$ cat src/rtl/pwm_pkg.sv
// Package pwm_pkg
// Shared field layout and configuration type for the pulse-width modulator.
// Assumes 32-bit bus words and 16-bit count fields.
package pwm_pkg;
    localparam int DATA_W    = 32;
    localparam int FIELD_W   = 16;
    localparam int HI_LSB    = 16;
    localparam int EN_BIT    = 31;
    localparam int UPD_BIT   = 30;
    localparam int REG_BYTES = 4;

    typedef logic [FIELD_W-1:0] field_t;

    typedef struct packed {
        field_t pre;
        field_t div;
        field_t hi;
    } chan_cfg_t;

    // Builds the read word of the divider/high register.
    function automatic logic [DATA_W-1:0] pack_period(field_t div, field_t hi);
        logic [DATA_W-1:0] w;
        w = '0;
        w[FIELD_W-1:0] = div;
        w[HI_LSB +: FIELD_W] = hi;
        return w;
    endfunction

    // Builds the read word of the control/prescaler register.
    function automatic logic [DATA_W-1:0] pack_ctrl(field_t pre, logic en, logic upd);
        logic [DATA_W-1:0] w;
        w = '0;
        w[FIELD_W-1:0] = pre;
        w[EN_BIT] = en;
        w[UPD_BIT] = upd;
        return w;
    endfunction
endpackage

$ cat src/rtl/pwm_regfile.sv
// Module pwm_regfile
// Holds the shadow settings, the enable flags and the pending-update flags
// of every channel, and decodes single-cycle bus writes and combinational reads.
// Assumes byte addresses: bits [1:0] are ignored, bit 2 selects the register
// and the bits above it select the channel.
module pwm_regfile
    import pwm_pkg::*;
#(
    parameter int NCH    = 4,
    parameter int CH_W   = 2,
    parameter int ADDR_W = 5
) (
    input  logic                  clk,
    input  logic                  rst_n,
    input  logic                  bus_sel,
    input  logic                  bus_we,
    input  logic [ADDR_W-1:0]     bus_addr,
    input  logic [DATA_W-1:0]     bus_wdata,
    input  logic [NCH-1:0]        commit,
    output logic [DATA_W-1:0]     bus_rdata,
    output chan_cfg_t [NCH-1:0]   shadow_cfg,
    output logic [NCH-1:0]        enable,
    output logic [NCH-1:0]        pending
);
    logic [CH_W-1:0] sel_ch;
    logic            sel_ctrl;
    logic            addr_unused;

    assign sel_ch      = bus_addr[ADDR_W-1:3];
    assign sel_ctrl    = bus_addr[2];
    assign addr_unused = ^bus_addr[1:0];

    for (genvar c = 0; c < NCH; c++) begin : g_ch
        chan_cfg_t cfg_r;
        logic      en_r;
        logic      pend_r;
        logic      hit;

        assign hit = bus_sel && bus_we && (sel_ch == CH_W'(c));

        // Captures the shadow fields and enable flag on a write to this channel.
        always_ff @(posedge clk) begin
            if (!rst_n) begin
                cfg_r <= '0;
                en_r  <= 1'b0;
            end else if (hit && !sel_ctrl) begin
                cfg_r.div <= bus_wdata[FIELD_W-1:0];
                cfg_r.hi  <= bus_wdata[HI_LSB +: FIELD_W];
            end else if (hit && sel_ctrl) begin
                cfg_r.pre <= bus_wdata[FIELD_W-1:0];
                en_r      <= bus_wdata[EN_BIT];
            end
        end

        // Sets the pending flag on an update write and clears it on transfer; a set wins.
        always_ff @(posedge clk) begin
            if (!rst_n) begin
                pend_r <= 1'b0;
            end else if (hit && sel_ctrl && bus_wdata[UPD_BIT]) begin
                pend_r <= 1'b1;
            end else if (commit[c]) begin
                pend_r <= 1'b0;
            end
        end

        assign shadow_cfg[c] = cfg_r;
        assign enable[c]     = en_r;
        assign pending[c]    = pend_r;
    end

    // Returns the shadow contents of the addressed register on a read.
    always_comb begin
        bus_rdata = '0;
        for (int c = 0; c < NCH; c++) begin
            if (bus_sel && !bus_we && (sel_ch == CH_W'(c))) begin
                bus_rdata = sel_ctrl ? pack_ctrl(shadow_cfg[c].pre, enable[c], pending[c])
                                     : pack_period(shadow_cfg[c].div, shadow_cfg[c].hi);
            end
        end
    end
endmodule

$ cat src/rtl/pwm_channel.sv
// Module pwm_channel
// One waveform generator: the active settings, a prescale counter feeding a
// period counter, and the compare that forms the output.
// Assumes the enable and pending inputs come from registers. The running flag
// follows enable one cycle later, so a channel that is started begins from
// reset counters. Pending settings are taken on the last cycle of a period,
// or at once while the channel is not running.
module pwm_channel
    import pwm_pkg::*;
(
    input  logic      clk,
    input  logic      rst_n,
    input  chan_cfg_t shadow_cfg,
    input  logic      enable,
    input  logic      pending,
    output logic      commit,
    output logic      running,
    output chan_cfg_t active_cfg,
    output logic      wave_out
);
    field_t pre_cnt;
    field_t per_cnt;
    logic   pre_last;
    logic   per_last;

    assign pre_last = (pre_cnt == active_cfg.pre);
    assign per_last = (per_cnt == active_cfg.div);
    assign commit   = pending && (!running || (pre_last && per_last));

    // Delays enable by one cycle to give the running state.
    always_ff @(posedge clk) begin
        if (!rst_n) running <= 1'b0;
        else        running <= enable;
    end

    // Loads the active settings from the shadow copy on a transfer.
    always_ff @(posedge clk) begin
        if (!rst_n)      active_cfg <= '0;
        else if (commit) active_cfg <= shadow_cfg;
    end

    // Advances the prescale and period counters, held at zero while stopped.
    always_ff @(posedge clk) begin
        if (!rst_n || !running) begin
            pre_cnt <= '0;
            per_cnt <= '0;
        end else if (pre_last) begin
            pre_cnt <= '0;
            per_cnt <= per_last ? '0 : per_cnt + 1'b1;
        end else begin
            pre_cnt <= pre_cnt + 1'b1;
        end
    end

    assign wave_out = running && (per_cnt < active_cfg.hi);
endmodule

$ cat src/rtl/pwm_multi.sv
// Module pwm_multi
// Top of the multi-channel pulse-width modulator: one register file and
// NCH waveform generators that share the reference clock.
// Assumes a synchronous active-low reset and single-cycle bus accesses.
module pwm_multi
    import pwm_pkg::*;
#(
    parameter  int NCH    = 4,
    localparam int CH_W   = (NCH > 1) ? $clog2(NCH) : 1,
    localparam int ADDR_W = CH_W + $clog2(2 * REG_BYTES)
) (
    input  logic              clk,
    input  logic              rst_n,
    input  logic              bus_sel,
    input  logic              bus_we,
    input  logic [ADDR_W-1:0] bus_addr,
    input  logic [DATA_W-1:0] bus_wdata,
    output logic [DATA_W-1:0] bus_rdata,
    output logic [NCH-1:0]    pwm_out
);
    chan_cfg_t [NCH-1:0] shadow_vec;
    chan_cfg_t [NCH-1:0] act_vec;
    logic [NCH-1:0]      en_vec;
    logic [NCH-1:0]      pend_vec;
    logic [NCH-1:0]      commit_vec;
    logic [NCH-1:0]      run_vec;

    pwm_regfile #(
        .NCH    (NCH),
        .CH_W   (CH_W),
        .ADDR_W (ADDR_W)
    ) u_regs (
        .clk        (clk),
        .rst_n      (rst_n),
        .bus_sel    (bus_sel),
        .bus_we     (bus_we),
        .bus_addr   (bus_addr),
        .bus_wdata  (bus_wdata),
        .commit     (commit_vec),
        .bus_rdata  (bus_rdata),
        .shadow_cfg (shadow_vec),
        .enable     (en_vec),
        .pending    (pend_vec)
    );

    for (genvar c = 0; c < NCH; c++) begin : g_chan
        pwm_channel u_ch (
            .clk        (clk),
            .rst_n      (rst_n),
            .shadow_cfg (shadow_vec[c]),
            .enable     (en_vec[c]),
            .pending    (pend_vec[c]),
            .commit     (commit_vec[c]),
            .running    (run_vec[c]),
            .active_cfg (act_vec[c]),
            .wave_out   (pwm_out[c])
        );
    end
endmodule

$ cat config.mk
export PLATFORM = sky130hd
export DESIGN_NAME = pwm_multi
export DESIGN_NICKNAME = d
export VERILOG_FILES = /design/src/rtl/pwm_pkg.sv /design/src/rtl/pwm_regfile.sv /design/src/rtl/pwm_channel.sv /design/src/rtl/pwm_multi.sv
export SDC_FILE = /design/constraint.sdc
export NUM_CORES = 1
export LEC_CHECK = 0
export BUFFER_PORTS_ARGS = -buffer_cell sky130_fd_sc_hd__buf_4
export CAP_MARGIN = 5
export CORE_MARGIN = 1
export CORE_UTILIZATION = 50
export CTS_CLUSTER_DIAMETER = 50
export DETAILED_ROUTE_END_ITERATION = 10
export PLACE_DENSITY = 0.69
export SYNTH_ARGS = -nofsm -noshare
export SYNTH_HDL_FRONTEND = slang
export SYNTH_HIERARCHICAL = 1
export SYNTH_SLANG_ARGS = --single-unit
$ cat constraint.sdc
create_clock -name clk -period 2.07 [get_ports clk]
set_input_delay 0.1035 -clock clk [delete_from_list [all_inputs] [get_ports clk]]
set_output_delay 0.1035 -clock clk [all_outputs]
set_load 0.005 [all_outputs]
==> flow_metrics.tcl <==
set metrics [dict create \
    outcome "finished, violations left" \
    violated_checks "negative setup slack" \
    post-layout-total-power_mw 24.2 \
    dp_worst_setup_slack_ns -0.0109 \
    antenna_found_initial 1 \
    dr.pass1.iters 7 \
    nNetsFinal 3925 \
    worst_clock_skew_ns 0.0191 \
    worst_pin_slew_ns 0.751 \
    worstSetupStartpointType "flip-flop" \
    post-route-worst-setup-slack_ns -0.365 \
    die-area_sq_mm 0.0628 \
    synth-adder-area-share 0.0275 \
    post_synth_inst_count 3754 \
    vias_per_cell 6.50 \
    cts.sink_count 524 \
    final_gp_congestion 0.945 \
    layout_commonest_cell "nand3_1" \
    clockBufferDepth 3 \
    synth_top_area_share 0.339 \
    routed_wire_length_per_instance_um 22.2 \
    synth_fp_nets 3863 \
    total_leakage_power_nw 12.6 \
    top_level_ports 77 \
    route.detailed.drc 0 \
    grt_remaining_overflow 0 \
    detail-route-antenna-nets 0 \
    endpoint_kind "primary output" \
    num-fill-cells 5110 \
    clk_latency_ns 0.61 \
    number_of_synthesized_flops_with_an_enable_pin 0 \
    track_usage 0.308 \
    first_global_vias 26600 \
    floorplan.core_area_sq_mm 0.0607 \
    vdd.ir_drop.worst_v 0.000585 \
    synth_cell_type_count 55 \
    worst_hold_path_type "in -> reg" \
    multi_input_comb_area_sq_mm 0.0186 \
    yosysTopAreaCell "dfxtp_1" \
    cp_num_buf_inv 2 \
    postSynthRegisterBits 524 \
    critPathRequiredTime_ns 1.97 \
    cts_made_buffers 68 \
    htree_levels 3 \
    yosysSeqAreaShare 0.339 \
    placement.io_buffers 74 \
    crit_chain "ha_4 > a21o_1 > a21o_1 > a21oi_2 > o31ai_2 > a221oi_2 > buf_4 > buf_6" \
    floorplan.die.height_um 251 \
    ff_latch_area_sq_mm 0.0106 \
    timing_worst_setup_path_type "reg -> out" \
    cts-root-buf "clkbuf_16" \
    syn-cell-area_sq_mm 0.0309 \
    start_util 0.509 \
    delay_contributed_by_the_slowest_stage_of_the_critical_path_ns 0.35 \
    grt_pass1_wl_um 155000 \
    timing.final.crit_period_ns 2.44 \
    mean_instance_size_in_the_synthesized_netlist_sq_um 8.24 \
    drive_above_1_share 0.209 \
    floorplan.rows 90 \
    max_clock_freq_mhz 411 \
    routed_wl_um 103000 \
    relative_slew_slack 0.499 \
    clkSlewWorstSetupHoldPaths_ns 0.06 \
    simple_gate_fraction_of_synth_area 0.170 \
    antenna_cell_count 0 \
    synth.area.top_cells "dfxtp_1 34%, nand3_1 7.3%, o32a_1 6.2%, o2111ai_1 5.4%, o211ai_1 4.7%" \
    main_combinational_cell_family_by_area_after_synthesis "compound AO/OA/AOI/OAI gates" \
    critical_path.top_delay_family "compound AO/OA/AOI/OAI gates" \
    grt_setup_unrepaired "yes" \
    ys_warn_count 6 \
    mostFrequentLayoutCells "444 x nand3_1, 435 x dfxtp_1, 308 x buf_4, 264 x inv_1, 259 x nand2_1" \
    layout-area-overhead-vs-synth_pct 21.1 \
    maximum_number_of_pins_on_one_net_before_global_route_repair 110 \
    drv_cap 0 \
    finalSetupViolCount 4 \
    post_synth_mux_area_share 0.0256 \
    slew_viol_final 0 \
    cp_slowest_cell "dfxtp_4" \
    synth_xor_area_frac 0.0532 \
    chipWidth_um 251 \
    drtIter0Drc 3349 \
    period_share 1.18 \
    route.vias.total 30200 \
    synth_compound_gate_area_share 0.291 \
    crit_top_cell "a21o_1" \
    tritoncts "built" \
    power.density_mw_per_mm2 647 \
    final_core_occ 0.617 \
    worst-endpoint-arrival_ns 2.33 \
    dpl.hpwl_um 66400 \
    yosys_most_used_dff "dfxtp_1" \
    asyncSetResetFlopFracSynth 0 \
    final_hold_viol_count 0 \
    worstPathMaxFanout 2 \
]
-- worst register-to-register path, delay by kind of cell (launching register included) --
kind	cells	cell delay, ns
AO/OA/AOI/OAI	2	0.41
flip-flops	1	0.33
buffers and inverters	3	0.50
AND/OR/NAND/NOR	2	0.48
XOR/XNOR	1	0.20
-- registers in the layout, indices dropped and copies added (netlist names) --
register                count
u_regs/g_ch.pend_r          4
g_chan.u_ch/active_cfg    192
g_chan.u_ch/per_cnt        64
u_regs/shadow_cfg         192
u_regs/g_ch.en_r            4
g_chan.u_ch/running         4
g_chan.u_ch/pre_cnt        64
-- cell type report --
cell class	instances	area share
Clock inverter	36	0.0122
Clock buffer	87	0.0514
Tap cell	782	0.0261
Sequential cell	524	0.284
Multi-Input combinational cell	2540	0.496
Timing Repair Buffer	406	0.103
Inverter	276	0.0277
-- metrics by stage --
stage	setup TNS, ns	instances	cell area (sq um)	hold slack, ns
after floorplan	0	3754	30900	0.250
after global placement	0	4438	32900	0.429
after detailed placement	-0.0109	4438	32900	0.438
after CTS	-1.15	4618	36300	0.112
after global routing	-4.53	4651	37500	0.155
final	-1.23	4651	37500	0.151
-- final timing paths --
check / startpoint / end / slack, ns / cells past startpoint
setup / recovery: g_chan[0].u_ch/per_cnt[5]$_SDFFE_PP0P_ / pwm_out[0] / -0.37 / 8
hold / removal: bus_addr[2] / u_regs/shadow_cfg[90]$_SDFFE_PN0P_ / 0.15 / 4
setup reg to reg: g_chan[3].u_ch/active_cfg[41]$_SDFFE_PN0P_ / g_chan[3].u_ch/per_cnt[6]$_SDFFE_PP0P_ / 0.02 / 8
hold reg to reg: g_chan[2].u_ch/pre_cnt[0]$_SDFF_PP0_ / g_chan[2].u_ch/pre_cnt[0]$_SDFF_PP0_ / 0.46 / 1
-- cells in the mapped netlist, types with 38 or more instances --
cell       count
a21oi_1       68
ha_1          68
nand4_1       44
o21ai_0      216
nor2_1       106
o211ai_1     192
a21boi_0     159
o2111ai_1    192
o31ai_1       40
nand3_1      449
buf_2         50
nand2_1      275
xor2_1       156
buf_4         38
o32a_1       192
clkbuf_1     302
dfxtp_1      524
a21boi_1      41
inv_1        276
-- kinds of logic after synthesis --
group,Yosys count
AO/OA/AOI/OAI,1186
adder cells (fa/ha/maj),68
flip-flops,524
buffers and inverters,690
XOR/XNOR,188
AND/OR/NAND/NOR,1048
multiplexers,50
-- report_power, final --
part,switching [mW],internal (mW)
registers,0.0801,10.1
logic,0.992,0.448
clock network,4.85,7.74
total,5.92,18.3
-- timing repair --
item / 4_1_cts / 5_1_grt
pin swaps: 44 / 64
hold endpoints to repair: 206 / 0
setup endpoints to repair: 21 / 243
hold buffers: 33 / 0
resized for setup: 139 / 175
setup buffers: 26 / 21
cloned: 0 / 12
-- layer usage --
layer | part of all wire | routed length, um | vias to the layer above | track usage
li1 | - | - | 14100 | -
met1 | 0.43 | 44300 | 14600 | 0.434
met2 | 0.45 | 46900 | 1286 | 0.472
met3 | 0.082 | 8480 | 212 | 0.0553
met4 | 0.036 | 3690 | 0 | 0.105
met5 | 0 | 0 | - | 0
Note: power is estimated with default switching activity, not from simulation.
